**config.mk**
```make
export PLATFORM = sky130hd
export DESIGN_NAME = sram_window
export DESIGN_NICKNAME = d
export VERILOG_FILES = /design/src/rtl/sram_window.sv
export SDC_FILE = /design/constraint.sdc
export NUM_CORES = 2
export LEC_CHECK = 0
export ABC_AREA = 1
export BUFFER_PORTS_ARGS = -buffer_cell sky130_fd_sc_hd__clkbuf_2
export CAP_MARGIN = 25
export CORE_MARGIN = 2
export CORE_UTILIZATION = 51
export CTS_CLUSTER_SIZE = 14
export DETAILED_ROUTE_END_ITERATION = 7
export PLACE_DENSITY = 0.66
export RECOVER_POWER = 100
export SLEW_MARGIN = 20
export SYNTH_ARGS = -nofsm -noshare
export SYNTH_HDL_FRONTEND = slang
export SYNTH_SLANG_ARGS = --single-unit
```
**constraint.sdc**
```tcl
create_clock -name clk -period 2.7 [get_ports clk]
set_input_delay 0.135 -clock clk [delete_from_list [all_inputs] [get_ports clk]]
set_output_delay 0.135 -clock clk [all_outputs]
set_load 0.03 [all_outputs]
```
**src/rtl/sram_window.sv**
```systemverilog
module sram_window #(
  parameter int AW = 8,
  parameter int DW = 8,
  parameter logic [7:0] BASE = 8'h48
) (
  input  logic          clk,
  input  logic          rst_n,
  input  logic [7:0]    bus_addr,
  input  logic [DW-1:0] bus_wdata,
  input  logic          bus_we,
  input  logic          bus_re,
  output logic [DW-1:0] bus_rdata
);
  localparam int DEPTH = 1 << AW;
  localparam logic [7:0] A_CTRL = BASE;
  localparam logic [7:0] A_OFS  = BASE + 8'd1;
  localparam logic [7:0] A_OFSH = BASE + 8'd2;
  localparam logic [7:0] A_DAT0 = BASE + 8'd3;

  logic          en, ai, rd_pend;
  logic [1:0]    tgt;
  logic [AW-1:0] ofs;
  logic [DW-1:0] ofs_hi, dat0, rmux;
  logic [DW-1:0] mem [DEPTH];

  wire sel      = en && (tgt == 2'b01);
  wire wsel_new = bus_wdata[0] && (bus_wdata[4:3] == 2'b01);
  wire hit_ctrl = bus_we && (bus_addr == A_CTRL);
  wire hit_ofs  = bus_we && (bus_addr == A_OFS);
  wire hit_ofsh = bus_we && (bus_addr == A_OFSH);
  wire hit_dat0 = bus_we && (bus_addr == A_DAT0);
  wire do_wr    = hit_dat0 && sel;
  wire step     = ai && (do_wr || rd_pend);

  always_ff @(posedge clk) begin
    if (!rst_n) begin
      en <= 1'b0; ai <= 1'b0; tgt <= '0; rd_pend <= 1'b0;
      ofs <= '0; ofs_hi <= '0; dat0 <= '0; bus_rdata <= '0;
    end else begin
      if (hit_ctrl) begin
        en  <= bus_wdata[0];
        ai  <= bus_wdata[2];
        tgt <= bus_wdata[4:3];
      end
      rd_pend <= hit_ctrl && bus_wdata[1] && wsel_new;
      if (hit_ofs) ofs <= bus_wdata[AW-1:0];
      else if (step) ofs <= ofs + 1'b1;
      if (hit_ofsh) ofs_hi <= bus_wdata;
      if (rd_pend) dat0 <= mem[ofs];
      else if (hit_dat0) dat0 <= bus_wdata;
      if (bus_re) bus_rdata <= rmux;
    end
  end

  always_ff @(posedge clk)
    if (do_wr) mem[ofs] <= bus_wdata;

  always_comb begin
    rmux = '0;
    case (bus_addr)
      A_CTRL: rmux[4:0] = {tgt, ai, 1'b0, en};
      A_OFS:  rmux[AW-1:0] = ofs;
      A_OFSH: rmux = ofs_hi;
      A_DAT0: rmux = dat0;
      default: rmux = '0;
    endcase
  end
endmodule


```
==> metrics <==
crit-path cells dlygate4sd3_1 -> clkbuf_2 -> buf_2; Tcrit/Tclk final 100%; fill count around 13000; Hold Crit Class in2reg; crit path launch bus_wdata[6]; post-route cell area just under 100000 sq um; synthesized instance count about 7000; slowest stage delay, CP roughly 1.7 ns; FFs w/ async S/R, synth 0%; relative slew slack -73.0%; Crit-path slowest cell clkbuf_2; ys flop type edfxtp_1; clk_skew about 0.038 ns; first-pass GRT wire length 353000 microns; setup slack after layout -0.00688 ns; minimum clock period 2.71 ns; Final Setup Violations 3; register bit total from synthesis 2093; failing checks capacitance limit, slew limit, setup timing; multi-input combinational cell area 20000 sq um; clk root buf clkbuf_16; GR Util All Layers between 20% and 30%; largest net degree at the start of global routing 88; status complete, but fails checks; nets around 7500; layout cells sized above 1 slightly below 10%; DR vias/cell between 5 and 6; initial antenna violation count 6; synth warn 0; Initial Util around half; FF/Latch Area 62400 sq um; # clock sinks 2093; TritonCTS buffer count 205; Pleak around 0.033 uW; maximum fanout along the worst path 84; WL/cell roughly 24 microns; WP data arrival between 3 and 4 ns; register area share after synthesis ~74%; Power, Total 64200 uW; Post-synth EDFFs roughly 2000; Final Hold Fails 0; Antenna Violating Nets Remaining 0; Area Growth Syn to Fin 14.0%; mapped cell area 84900 sq um; first-pass iteration count of the detailed router 6; die area 170000 sq um; Commonest cells post-synth 2048 x edfxtp_1, 1889 x nand2_1, 1771 x nand3_1, 462 x nor2_1, 195 x buf_2; H-tree Lvls 4; fmax ~0.37 GHz; Slew Viols, Final roughly 420; most frequent cell after synthesis edfxtp_1; Overflow after GRT 0; Crit. End Element flop; Layout Cells excl Fill a little under 10000; Die X ~410 microns; largest cells by area after synthesis edfxtp_1 72%, nand3_1 10%, nand2_1 8.4%; clk slew on worst S/H paths roughly 0.06 ns; CTS tree done; via count about 58000; VDD IR max 0.000669 V; CTS max path bufs 3; Post-Syn Area per Cell 11.9 sq um; hold_sp bus_addr[2]; worst skew pair latency between 0.8 and 0.9 ns; routability cong. 0.914; vias in the first global route ~55000; Ports 28; Yosys top cell by area edfxtp_1; drt initial violations about 7600; Final HPWL DP 142000 microns; total placed instance area between 90000 and 100000 sq um; CP Data Required Time about 3.3 ns; RSZ-0062 raised after global routing yes; Yosys top cell area share between 70% and 80%; port bufs 27; core footprint 165000 sq um; post-synth cell types 36; Synthesized Nets 7161; row count 149; Die H 412 microns; Startpoint Class input pin; residual DRC count 0; worst setup path category in2reg; Post-Route WL around 240000 microns; max cap viols 6; power density over the cells roughly 660 nW/um^2; Cells after DPL between 9000 and 10000; actual slew at the worst max-slew pin between 2 and 3 ns
-- sequential cells by signal, indices dropped and copies added, names as in the netlist, named ones only --
signal / flops
ai: 1
bus_rdata: 8
dat0: 8
en: 1
mem: 2048
ofs: 8
ofs_hi: 8
rd_pend: 1
tgt: 2
-- worst paths after layout --
check	slack, ns	depth (start not counted)	end
max reg2reg	0.04	14	dat0[4]
min reg2reg	0.46	2	ofs_hi[0]
min	0.09	9	dat0[7]
max	-0.007	3	mem[240][6]
-- stage by stage --
step,utilization [%],setup WS (ns),hold WS [ns],TNS (ns)
after floorplan,-,0.554,0.234,0
after global placement,55.1,-0.130,0.445,-0.135
after detailed placement,55.1,-0.140,0.454,-0.189
after CTS,59.2,0.00697,0.000752,0
after global routing,58.6,-0.0630,0.0814,-0.361
final,58.6,-0.00688,0.0885,-0.0187
-- logic make-up after synthesis --
group | synth area share, %
and+or+nand+nor | 21.0
DFF | 73.5
buffers and inverters | 3.17
AOI/OAI and AO/OA | 2.26
adders and majority gates | 0.0590
xor gates and xnor gates | 0.0103
-- report_power, final --
group / leakage, uW / internal (uW) / switching (uW)
Clock: 0.00315 / 15400 / 12300
Sequential: 0.0188 / 35600 / 1.29
Combinational: 0.0114 / 111 / 740
Total: 0.0333 / 51200 / 13000
-- layout make-up --
class	count	area share, %
antenna	3	0.00776
clock buffer	252	5.48
clock inverter	125	1.19
inverter	65	0.306
multi-input combinational	4491	20.6
sequential	2093	64.5
tap	2189	2.83
timing repair buffer	623	5.05
-- layout by cell type, fill, tap and decap left out, drive strengths merged, types with 15 or more instances in the layout --
| master | Yosys | final |
|---|---|---|
| dfxtp | 45 | 45 |
| o21ai | 202 | 202 |
| edfxtp | 2048 | 2048 |
| bufinv | 0 | 15 |
| inv | 62 | 70 |
| dlygate4sd3 | 0 | 19 |
| nand3 | 1771 | 1771 |
| a31oi | 15 | 15 |
| clkinv | 3 | 99 |
| a21oi | 31 | 31 |
| clkbuf | 154 | 634 |
| buf | 334 | 222 |
| o22ai | 97 | 97 |
| nand2 | 1889 | 1889 |
| nor2 | 462 | 462 |
-- per-layer routing --
metal	global-route usage [%]	routed length, microns
met5	0	33
met4	11.1	9170
met3	5.54	24400
met2	43.5	112000
met1	38.6	93400
-- what timing repair did --
action / 4_1_cts / 5_1_grt
resized for setup: 9 / 54
setup buffers: 0 / 6
endpoints found under the hold margin: 744 / 0
hold buffers: 19 / 0
gates cloned: 0 / 7
endpoints found under the setup margin: 3 / 9
-- worst max-delay path, delay by kind of cell --
kind,cells,cell delay (ns)
buffers and inverters,3,2.97
Power figures use the tool's default switching activity.
